### config.mk
export PLATFORM = sky130hd
export DESIGN_NAME = nand_hamming_ecc
export DESIGN_NICKNAME = d
export VERILOG_FILES = /design/src/rtl/nand_ecc_pkg.sv /design/src/rtl/ecc_parity_acc.sv /design/src/rtl/ecc_syndrome_decode.sv /design/src/rtl/ecc_fix_ctrl.sv /design/src/rtl/nand_hamming_ecc.sv
export SDC_FILE = /design/constraint.sdc
export NUM_CORES = 1
export LEC_CHECK = 0
export CAP_MARGIN = 20
export CORE_MARGIN = 4
export CORE_UTILIZATION = 40
export DETAILED_ROUTE_END_ITERATION = 8
export PLACE_DENSITY = 0.68
export SYNTH_ARGS = -nofsm -noshare
export SYNTH_HDL_FRONTEND = slang
export SYNTH_SLANG_ARGS = --single-unit
### constraint.sdc
create_clock -name clk -period 4.5 [get_ports clk]
set_clock_uncertainty 0.1 [all_clocks]
set_input_delay 0.9 -clock clk [delete_from_list [all_inputs] [get_ports clk]]
set_output_delay 0.9 -clock clk [all_outputs]
set_load 0.05 [all_outputs]
### src/rtl/nand_ecc_pkg.sv
// Package: shared types and helpers for the sector ECC engine.
// Assumes the bit-position part of the bit address is three bits wide.
package nand_ecc_pkg;

    typedef enum logic [1:0] {
        ECC_CLEAN      = 2'd0,
        ECC_DATA_FIXED = 2'd1,
        ECC_CODE_FIXED = 2'd2,
        ECC_UNCORR     = 2'd3
    } ecc_result_e;

    localparam int BIT_AW = 3;

    // Mask of the byte lanes whose lane number has bit k set.
    function automatic logic [7:0] lane_mask(input int k);
        logic [7:0] m;
        for (int i = 0; i < 8; i++) begin
            m[i] = ((i >> k) & 1) != 0;
        end
        return m;
    endfunction

endpackage

### src/rtl/ecc_parity_acc.sv
// Accumulates the two parity groups over a streamed sector.
// The high group collects bits whose address bit is 1, the low group
// those whose address bit is 0. Assumes one byte per valid cycle at most.
module ecc_parity_acc
    import nand_ecc_pkg::*;
#(
    parameter int SECTOR_BYTES = 512,
    parameter int BYTE_AW      = $clog2(SECTOR_BYTES),
    parameter int GW           = BYTE_AW + BIT_AW
) (
    input  logic          clk,
    input  logic          rst_n,
    input  logic          start,
    input  logic          in_valid,
    input  logic [7:0]    in_byte,
    output logic [GW-1:0] ones_par,
    output logic [GW-1:0] zeros_par
);

    localparam logic [BYTE_AW:0] SB = SECTOR_BYTES[BYTE_AW:0];

    logic [BYTE_AW:0] cnt_q;
    logic [GW-1:0]    ones_q, zeros_q;
    logic [GW-1:0]    ones_inc, zeros_inc;
    logic             byte_par;
    logic             take;

    assign byte_par = ^in_byte;
    assign take     = in_valid && !start && (cnt_q < SB);

    // Bit-position groups: parity of the lanes on each side of address bit k.
    for (genvar k = 0; k < BIT_AW; k++) begin : g_pos
        localparam logic [7:0] M = lane_mask(k);
        assign ones_inc[k]  = ^(in_byte & M);
        assign zeros_inc[k] = ^(in_byte & ~M);
    end

    // Byte-address groups: whole-byte parity routed by the byte index bit.
    for (genvar k = 0; k < BYTE_AW; k++) begin : g_addr
        assign ones_inc[BIT_AW+k]  = cnt_q[k] & byte_par;
        assign zeros_inc[BIT_AW+k] = ~cnt_q[k] & byte_par;
    end

    // Clear on reset or start, fold in each accepted byte otherwise.
    always_ff @(posedge clk) begin
        if (!rst_n || start) begin
            cnt_q   <= '0;
            ones_q  <= '0;
            zeros_q <= '0;
        end else if (take) begin
            cnt_q   <= cnt_q + 1'b1;
            ones_q  <= ones_q ^ ones_inc;
            zeros_q <= zeros_q ^ zeros_inc;
        end
    end

    assign ones_par  = ones_q;
    assign zeros_par = zeros_q;

    AST_CNT_LIMIT: assert property (@(posedge clk) disable iff (!rst_n)
        cnt_q <= SB);
    AST_FULL_HOLDS: assert property (@(posedge clk) disable iff (!rst_n)
        (cnt_q == SB && !start) |=> ($stable(ones_q) && $stable(zeros_q)));
    AST_IDLE_HOLDS: assert property (@(posedge clk) disable iff (!rst_n)
        (!in_valid && !start) |=> ($stable(ones_q) && $stable(zeros_q)));

endmodule

### src/rtl/ecc_syndrome_decode.sv
// Classifies a syndrome into one of four outcomes and extracts the
// byte index and bit number of a single data-bit error. Purely combinational.
module ecc_syndrome_decode
    import nand_ecc_pkg::*;
#(
    parameter int SECTOR_BYTES = 512,
    parameter int BYTE_AW      = $clog2(SECTOR_BYTES),
    parameter int GW           = BYTE_AW + BIT_AW
) (
    input  logic [2*GW-1:0]    syn,
    output ecc_result_e        kind,
    output logic [BYTE_AW-1:0] byte_idx,
    output logic [BIT_AW-1:0]  bit_idx
);

    localparam logic [BYTE_AW:0] SB = SECTOR_BYTES[BYTE_AW:0];

    logic [GW-1:0] lo_half, hi_half;

    assign lo_half  = syn[GW-1:0];
    assign hi_half  = syn[2*GW-1:GW];
    assign byte_idx = hi_half[GW-1:BIT_AW];
    assign bit_idx  = hi_half[BIT_AW-1:0];

    // Decide the outcome from the syndrome shape.
    always_comb begin
        if (syn == '0) begin
            kind = ECC_CLEAN;
        end else if ((lo_half ^ hi_half) == {GW{1'b1}}) begin
            kind = ({1'b0, byte_idx} < SB) ? ECC_DATA_FIXED : ECC_UNCORR;
        end else if ($onehot(syn)) begin
            kind = ECC_CODE_FIXED;
        end else begin
            kind = ECC_UNCORR;
        end
    end

endmodule

### src/rtl/ecc_fix_ctrl.sv
// Sequences a check: latches the syndrome, waits one cycle for the decode,
// then either reports at once or repairs one buffer byte by read-modify-write.
// Assumes the buffer returns read data one cycle after buf_rd_en.
module ecc_fix_ctrl
    import nand_ecc_pkg::*;
#(
    parameter int BYTE_AW = 9,
    parameter int CW      = 24
) (
    input  logic               clk,
    input  logic               rst_n,
    input  logic               check,
    input  logic [CW-1:0]      syn_in,
    output logic [CW-1:0]      syn_q,
    input  ecc_result_e        kind,
    input  logic [BYTE_AW-1:0] byte_idx,
    input  logic [BIT_AW-1:0]  bit_idx,
    output logic               buf_rd_en,
    output logic               buf_wr_en,
    output logic [BYTE_AW-1:0] buf_addr,
    output logic [7:0]         buf_wdata,
    input  logic [7:0]         buf_rdata,
    output logic               done,
    output ecc_result_e        result,
    output logic [BYTE_AW-1:0] err_byte,
    output logic [BIT_AW-1:0]  err_bit
);

    typedef enum logic [1:0] {ST_IDLE, ST_DECIDE, ST_PATCH} fix_state_e;

    fix_state_e state_q;

    // Step the check sequence and register the reported outcome.
    always_ff @(posedge clk) begin
        if (!rst_n) begin
            state_q  <= ST_IDLE;
            syn_q    <= '0;
            done     <= 1'b0;
            result   <= ECC_CLEAN;
            err_byte <= '0;
            err_bit  <= '0;
        end else begin
            done <= 1'b0;
            case (state_q)
                ST_IDLE: if (check) begin
                    syn_q   <= syn_in;
                    state_q <= ST_DECIDE;
                end
                ST_DECIDE: if (kind == ECC_DATA_FIXED) begin
                    state_q <= ST_PATCH;
                end else begin
                    done     <= 1'b1;
                    result   <= kind;
                    err_byte <= '0;
                    err_bit  <= '0;
                    state_q  <= ST_IDLE;
                end
                ST_PATCH: begin
                    done     <= 1'b1;
                    result   <= ECC_DATA_FIXED;
                    err_byte <= byte_idx;
                    err_bit  <= bit_idx;
                    state_q  <= ST_IDLE;
                end
                default: state_q <= ST_IDLE;
            endcase
        end
    end

    // Drive the buffer port for the read and the write-back.
    always_comb begin
        buf_rd_en = (state_q == ST_DECIDE) && (kind == ECC_DATA_FIXED);
        buf_wr_en = (state_q == ST_PATCH);
        buf_addr  = byte_idx;
        buf_wdata = buf_rdata ^ (8'h01 << bit_idx);
    end

    AST_DONE_PULSE: assert property (@(posedge clk) disable iff (!rst_n)
        done |=> !done);
    AST_WRITE_AFTER_READ: assert property (@(posedge clk) disable iff (!rst_n)
        buf_wr_en |-> $past(buf_rd_en));
    AST_ONE_BIT_PATCH: assert property (@(posedge clk) disable iff (!rst_n)
        buf_wr_en |-> ($countones(buf_wdata ^ buf_rdata) == 1));
    AST_DONE_AFTER_PATCH: assert property (@(posedge clk) disable iff (!rst_n)
        buf_wr_en |=> (done && result == ECC_DATA_FIXED));
    AST_FIELDS_QUIET: assert property (@(posedge clk) disable iff (!rst_n)
        (done && result != ECC_DATA_FIXED) |-> (err_byte == '0 && err_bit == '0));

endmodule

### src/rtl/nand_hamming_ecc.sv
// Top: streams a sector through the parity accumulator, presents the
// inverted packed code, and on check classifies and repairs single-bit errors.
module nand_hamming_ecc
    import nand_ecc_pkg::*;
#(
    parameter int  SECTOR_BYTES = 512,
    localparam int BYTE_AW      = $clog2(SECTOR_BYTES),
    localparam int GW           = BYTE_AW + BIT_AW,
    localparam int CW           = 2 * GW
) (
    input  logic               clk,
    input  logic               rst_n,
    input  logic               start,
    input  logic               in_valid,
    input  logic [7:0]         in_byte,
    output logic [CW-1:0]      code_out,
    input  logic               check,
    input  logic [CW-1:0]      stored_code,
    output logic               done,
    output logic [1:0]         result,
    output logic [BYTE_AW-1:0] err_byte,
    output logic [BIT_AW-1:0]  err_bit,
    output logic               buf_rd_en,
    output logic               buf_wr_en,
    output logic [BYTE_AW-1:0] buf_addr,
    output logic [7:0]         buf_wdata,
    input  logic [7:0]         buf_rdata
);

    logic [GW-1:0]      ones_par, zeros_par;
    logic [CW-1:0]      syn_now, syn_q;
    ecc_result_e        kind, res_e;
    logic [BYTE_AW-1:0] byte_idx;
    logic [BIT_AW-1:0]  bit_idx;

    ecc_parity_acc #(
        .SECTOR_BYTES(SECTOR_BYTES), .BYTE_AW(BYTE_AW), .GW(GW)
    ) u_acc (
        .clk(clk), .rst_n(rst_n), .start(start),
        .in_valid(in_valid), .in_byte(in_byte),
        .ones_par(ones_par), .zeros_par(zeros_par)
    );

    // High group above low group, inverted so an erased sector reads all ones.
    assign code_out = ~{ones_par, zeros_par};
    assign syn_now  = code_out ^ stored_code;

    ecc_fix_ctrl #(.BYTE_AW(BYTE_AW), .CW(CW)) u_ctrl (
        .clk(clk), .rst_n(rst_n), .check(check),
        .syn_in(syn_now), .syn_q(syn_q),
        .kind(kind), .byte_idx(byte_idx), .bit_idx(bit_idx),
        .buf_rd_en(buf_rd_en), .buf_wr_en(buf_wr_en), .buf_addr(buf_addr),
        .buf_wdata(buf_wdata), .buf_rdata(buf_rdata),
        .done(done), .result(res_e), .err_byte(err_byte), .err_bit(err_bit)
    );

    ecc_syndrome_decode #(
        .SECTOR_BYTES(SECTOR_BYTES), .BYTE_AW(BYTE_AW), .GW(GW)
    ) u_dec (
        .syn(syn_q), .kind(kind), .byte_idx(byte_idx), .bit_idx(bit_idx)
    );

    assign result = res_e;

    AST_NO_BUF_WHEN_REPORTING: assert property (@(posedge clk) disable iff (!rst_n)
        (done && res_e != ECC_DATA_FIXED) |-> !$past(buf_wr_en));
    AST_RD_WR_EXCLUSIVE: assert property (@(posedge clk) disable iff (!rst_n)
        !(buf_rd_en && buf_wr_en));

endmodule

==> results of run 1 <==
-- final timing paths --
check / startpoint / end / slack, ns / cells past startpoint
max: u_ctrl.syn_q[20] / u_ctrl.result[0] / -0.02 / 15
min: u_ctrl.result[1] / u_ctrl.result[1] / 0.37 / 2
max reg2reg: u_ctrl.syn_q[20] / u_ctrl.result[0] / -0.02 / 15
min reg2reg: u_ctrl.result[1] / u_ctrl.result[1] / 0.37 / 2
-- area by class of cell --
cell class	count	area (sq um)	share of cell area
Sequential cell	75	1530	0.237
Tap cell	143	179	0.0278
Inverter	81	304	0.0472
Multi-Input combinational cell	370	2830	0.439
Timing Repair Buffer	135	1270	0.197
Clock inverter	6	113	0.0175
Clock buffer	9	225	0.0350
-- power by group through the flow --
stage	registers [W]	clock network (W)	logic (W)
5_1_grt	0.000725	0.000864	0.000752
6_report	0.000721	0.000821	0.000673
3_3_place_gp	0.000734	0	0.000631
4_1_cts	0.000721	0.000833	0.000679
3_5_place_dp	0.000736	0	0.000670
2_1_floorplan	0.000739	0	0.000458
-- layout by cell type, fill, tap and decap left out, types with 12 or more instances in the layout --
cell type,n
buf_4,33
xnor2_1,39
inv_1,75
clkdlybuf4s50_1,102
fa_1,14
dfxtp_1,58
nor2b_1,13
o21ai_0,37
nand2_1,55
a22oi_1,12
xor2_1,32
dfxtp_2,16
a21oi_1,24
nor2_1,16
ha_1,33
or3_1,13
and2_1,25
-- sequential cells by signal, indices dropped and copies added, names as in the netlist --
| name | count |
|---|---|
| u_ctrl.result | 2 |
| u_ctrl.done | 1 |
| u_ctrl.state_q | 2 |
| u_ctrl.err_bit | 3 |
| u_acc.cnt_q | 10 |
| u_ctrl.err_byte | 9 |
| u_ctrl.syn_q | 24 |
| u_acc.ones_par | 12 |
| u_acc.zeros_par | 12 |
-- per-layer routing --
layer / part of all wire / GRT usage
met1: 0.44 / 0.224
met2: 0.50 / 0.308
met3: 0.040 / 0.0339
met4: 0.016 / 0.0451
met5: 0 / 0
-- through the flow --
| stage | TNS, ns | hold slack, ns | total power, W | util | worst slack [ns] |
|---|---|---|---|---|---|
| global placement | -0.0419 | 0.361 | 0.00137 | 0.525 | -0.0419 |
| finish | -0.0227 | 0.369 | 0.00222 | 0.557 | -0.0227 |
| global route | -0.197 | 0.405 | 0.00234 | 0.557 | -0.197 |
| CTS | -0.0592 | 0.372 | 0.00223 | 0.556 | -0.0592 |
| floorplan | 0 | 0.371 | 0.00120 | - | 0.00438 |
| detailed placement | -0.176 | 0.364 | 0.00141 | 0.525 | -0.176 |
-- worst max-delay path: cells and delay by family, from the launching register on --
family          cells  cell delay, ns
buf+inv             3            0.15
simple gates        3            0.41
compound gates      1            0.06
fa+ha+maj           8            3.34
flops               1            0.35
-- kinds of logic after synthesis --
| family | Yosys count | share of synthesized area |
|---|---|---|
| buffers and inverters | 112 | 0.0992 |
| adder cells (fa/ha/maj) | 55 | 0.174 |
| AO/OA/AOI/OAI | 92 | 0.114 |
| AND/OR/NAND/NOR | 151 | 0.165 |
| flip-flops | 75 | 0.315 |
| XOR/XNOR | 72 | 0.132 |
-- repair_timing --
action,4_1_cts,5_1_grt
endpoints found under the setup margin,1,1
pin swaps,9,0
gates resized for setup,9,4
setup buffers,1,0
hold endpoints to repair,0,0
hold buffers,0,0
==> out/results.ini, run 1 <==
[grt]
antenna_found_initial=0
grt_pass1_wl_um=19100
grt_max_degree=49
grt-ovfl-total=0
grt_pass1_vias=3947
grtUsageTotal=0.177

[cts]
clock_path_buffers=2
numCtsBuffers=9
path_clk_slew_ns=0.06
cts_tree=built
clk_latency_ns=0.33
cts.sinks=75
cts_root_buffer=clkbuf_16
cts_max_level=3

[routing]
ant_nets=0
wl_per_cell_um=14.1
drc_errors=0
first_iter_violations=169
drt_wl_total_um=11600
viasPerCell=4.82
dr_total_vias=3948
dr.pass1.iters=4

[worst_setup_path]
cp-start-kind=flip-flop
critPathMaxFanout=4
max_stage_delay_ns=0.56
cp_slowest_cell=fa_1
cp_data_arrival_time_ns=4.64
path_cells=inv_1, ha_1, inv_1, fa_2, fa_1, fa_1, fa_1, inv_2, fa_1, ha_2, fa_1, nor2_1, nand3_1, nor4b_2, a211oi_1
path_common_cell=fa_1
end_kind=flip-flop
worstSetupPathType=reg -> reg
required_ns=4.61

[timing]
fin_crit_sh=1.01
hold_violations=0
maxSlewViolCount=0
postLayoutSetupSlackWorst_ns=-0.0227
tightest_slew_ns=0.782
slew_headroom=0.474
period_minus_slack_ns=4.52
rsz0062_at_grt=true
max_freq_mhz=221
setup_viol=1

[placed_design]
post_dp_cell_area_sq_um=6070
dp.cells=802
io_buffer_count=102
gp_congestion=0.904
hpwl_um=9250

[floorplanning]
initial_core_util=0.412
die_h_um=117
num_rows=39
die_width_um=117
core_sq_um=11600
dieArea_sq_um=13700
pin_count=103

[pwr]
power_per_cell_area_nw_per_um2=344
clock_power_share=0.371
p_seq_frac=0.325
pwr-share-comb=0.304
intPower_w=0.00153
p_leak_nw=2.55
peakVddDrop_mv=0.174
switching_share=0.309
p_switching_w=0.000685

[logic_synthesis]
synthMostInstantiatedCell=inv_1
syn_nets=657
yosys.area.top_type=dfxtp_1
yosysTopAreaCellShare=0.315
synthArstFlopShare=0
syn_inst=557
yosys_warnings=0
synth-edff-count=0
yosysSeqAreaShare=0.315
synth_commonest_cells=inv_1, dfxtp_1, nand2_1, xnor2_1, o21ai_0
synth_area_leaders=dfxtp_1, ha_1, fa_1
synth_top_flop_cell=dfxtp_1
synth_area_sq_um=4770
ys_types=37
synth-seq-cells=75
syn_area_per_cell_sq_um=8.56

[final_layout]
nets=772
instances_no_fill=819
n_antenna_cell=0
fin_area_sq_um=6440
drive_gt1_frac=0.123
area_growth_pct=35.1
fillers=1012

[min_path]
hp-class=reg -> reg

[status]
status=finished with violations
violations=setup timing

[flow_run]
maxCapViolations=0

Power figures use the tool's default switching activity.
==> inputs of run 2 (changes only) <==
Settings changed: CAP_MARGIN 20 to unset.
==> out/results.ini, run 2 (synthesized netlist as in run 1, its figures left out) <==
[pwr]
switching_share=0.310  ; +0.000871
p_switching_w=0.000688  ; +0.40%
total_power_w=0.00222  ; +0.12%
pwr-share-comb=0.303  ; about the same
clock_power_share=0.371  ; about the same
peakVddDrop_mv=0.174  ; about the same
p_seq_frac=0.325  ; about the same
intPower_w=0.00153  ; about the same
power_per_cell_area_nw_per_um2=345  ; +0.24%
p_leak_nw=2.54  ; -0.21%

[timing]
postLayoutSetupSlackWorst_ns=-0.0219  ; +0.000891 ns
tightest_slew_ns=1.02  ; +0.235 ns
maxSlewViolCount=0  ; unchanged
period_minus_slack_ns=4.52  ; -0.000891 ns
max_freq_mhz=221  ; about the same
slew_headroom=0.313  ; -0.161
setup_viol=1  ; unchanged
hold_violations=0  ; unchanged
rsz0062_at_grt=true
fin_crit_sh=1.00  ; about the same

[final_layout]
nets=771  ; -0.13%
largest_reg_flops=24  ; unchanged
n_antenna_cell=0  ; unchanged
area_growth_pct=35.0
fillers=1014  ; +0.20%
fin_area_sq_um=6430  ; -0.12%
final_common_cell=clkdlybuf4s50_1
mostFrequentLayoutCells=clkdlybuf4s50_1, inv_1, dfxtp_1
largest_register=u_ctrl.syn_q
drive_gt1_frac=0.121  ; -0.00130

[routing]
drc_errors=0  ; unchanged
dr.pass1.iters=4  ; unchanged
wl_per_cell_um=14.2  ; +0.17%
drt_wl_total_um=11600  ; about the same
viasPerCell=4.81  ; -0.16%
ant_nets=0  ; unchanged
first_iter_violations=171  ; +1.2%
dr_total_vias=3937  ; -0.28%

[placed_design]
post_dp_cell_area_sq_um=6070  ; unchanged
io_buffer_count=102  ; unchanged
hpwl_um=9250  ; unchanged
gp_congestion=0.904  ; unchanged

[flow_run]
maxCapViolations=0  ; unchanged

[worst_setup_path]
critical_path.top_delay_family=adder cells
required_ns=4.61  ; about the same
cp-start-kind=flip-flop
crit_buf_inv=3  ; unchanged
cp_slowest_cell=fa_1
critPathMaxFanout=4  ; unchanged
max_stage_delay_ns=0.56  ; about the same
path_cells=inv_1, ha_1, inv_1, fa_2, fa_1, fa_1, fa_1, inv_2, fa_1, ha_2, fa_1, nor2_1, nand3_1, nor4b_2, a211oi_1
end_kind=flip-flop
worstSetupPathType=reg -> reg
path_common_cell=fa_1
cp_data_arrival_time_ns=4.64  ; about the same

[grt]
grt_pass1_wl_um=19100  ; unchanged
grt_max_degree=49  ; unchanged
grt-ovfl-total=0  ; unchanged
grtUsageTotal=0.177  ; unchanged
grt_pass1_vias=3947  ; unchanged
antenna_found_initial=0  ; unchanged

[min_path]
hp-class=reg -> reg

[floorplanning]
core_sq_um=11600  ; unchanged
die_width_um=117  ; unchanged
dieArea_sq_um=13700  ; unchanged
pin_count=103  ; unchanged
initial_core_util=0.412  ; unchanged
die_h_um=117  ; unchanged
num_rows=39  ; unchanged

[cts]
path_clk_slew_ns=0.06  ; about the same
numCtsBuffers=9  ; unchanged
clk_latency_ns=0.33  ; about the same
cts.sinks=75  ; unchanged
cts_tree=built
clock_path_buffers=2  ; unchanged
cts_max_level=3  ; unchanged
ctsHoldBuffers=0  ; unchanged
cts_root_buffer=clkbuf_16

[status]
violations=setup timing
status=finished with violations

==> run 2: cell count changes in the layout (fill, tap and decap cells not counted), sizes merged <==
| cell | before | now |
|---|---|---|
| buf | 33 | 32 |
==> run 2: area by class of cell <==
type | count | area [sq um] | share of cell area
clock inverters | 6 | 113 | 0.0175
repair buffers | 134 | 1260 | 0.196
clock buffers | 9 | 225 | 0.0350
inverters | 81 | 304 | 0.0472
well taps | 143 | 179 | 0.0278
multi-input cells | 370 | 2830 | 0.439
flip-flops and latches | 75 | 1530 | 0.237
==> run 2: final timing paths <==
| kind | cells after the start | start | slack [ns] | end |
|---|---|---|---|---|
| setup reg to reg | 15 | u_ctrl.syn_q[20] | -0.02 | u_ctrl.result[0] |
| hold / removal | 2 | u_ctrl.result[1] | 0.37 | u_ctrl.result[1] |
| hold reg to reg | 2 | u_ctrl.result[1] | 0.37 | u_ctrl.result[1] |
| setup / recovery | 15 | u_ctrl.syn_q[20] | -0.02 | u_ctrl.result[0] |
==> run 2: worst register-to-register path, stage by stage, from the launching register on <==
cell      delay, ns
dfxtp_2        0.35
inv_1          0.05
ha_1           0.27
inv_1          0.06
fa_2           0.39
fa_1           0.56
fa_1           0.44
fa_1           0.54
inv_2          0.04
fa_1           0.52
ha_2           0.20
fa_1           0.42
nor2_1         0.10
nand3_1        0.09
nor4b_2        0.22
a211oi_1       0.06
==> run 2: timing repair <==
item,4_1_cts,5_1_grt
hold endpoints to repair,0,0
endpoints found under the setup margin,1,1
resized for setup,9,4
setup buffers,1,0
pin swaps,9,0
==> run 2: routing by layer <==
| metal | up-vias | routed length [um] | track usage |
|---|---|---|---|
| met5 | - | 0 | 0 |
| met4 | 0 | 180 | 0.0451 |
| met3 | 15 | 418 | 0.0339 |
| met2 | 79 | 5800 | 0.308 |
| met1 | 1832 | 5190 | 0.224 |
| li1 | 2011 | - | - |
==> run 2: per-stage QoR <==
| step | TNS, ns | setup slack (ns) | cells | util | hold WS (ns) |
|---|---|---|---|---|---|
| after detailed placement | -0.176 | -0.176 | 802 | 0.525 | 0.364 |
| after CTS | -0.0592 | -0.0592 | 818 | 0.556 | 0.372 |
| final | -0.0219 | -0.0219 | 818 | 0.556 | 0.369 |
| after global routing | -0.197 | -0.197 | 818 | 0.556 | 0.405 |
| after floorplan | 0 | 0.00438 | 557 | - | 0.371 |
| after global placement | -0.0419 | -0.0419 | 802 | 0.525 | 0.361 |
==> run 2: power groups by stage <==
stage / Clock, W / Sequential (W) / Combinational, W
after global routing: 0.000864 / 0.000725 / 0.000752
after CTS: 0.000833 / 0.000721 / 0.000679
after floorplan: 0 / 0.000739 / 0.000458
after detailed placement: 0 / 0.000736 / 0.000670
after global placement: 0 / 0.000734 / 0.000631
final: 0.000824 / 0.000721 / 0.000673
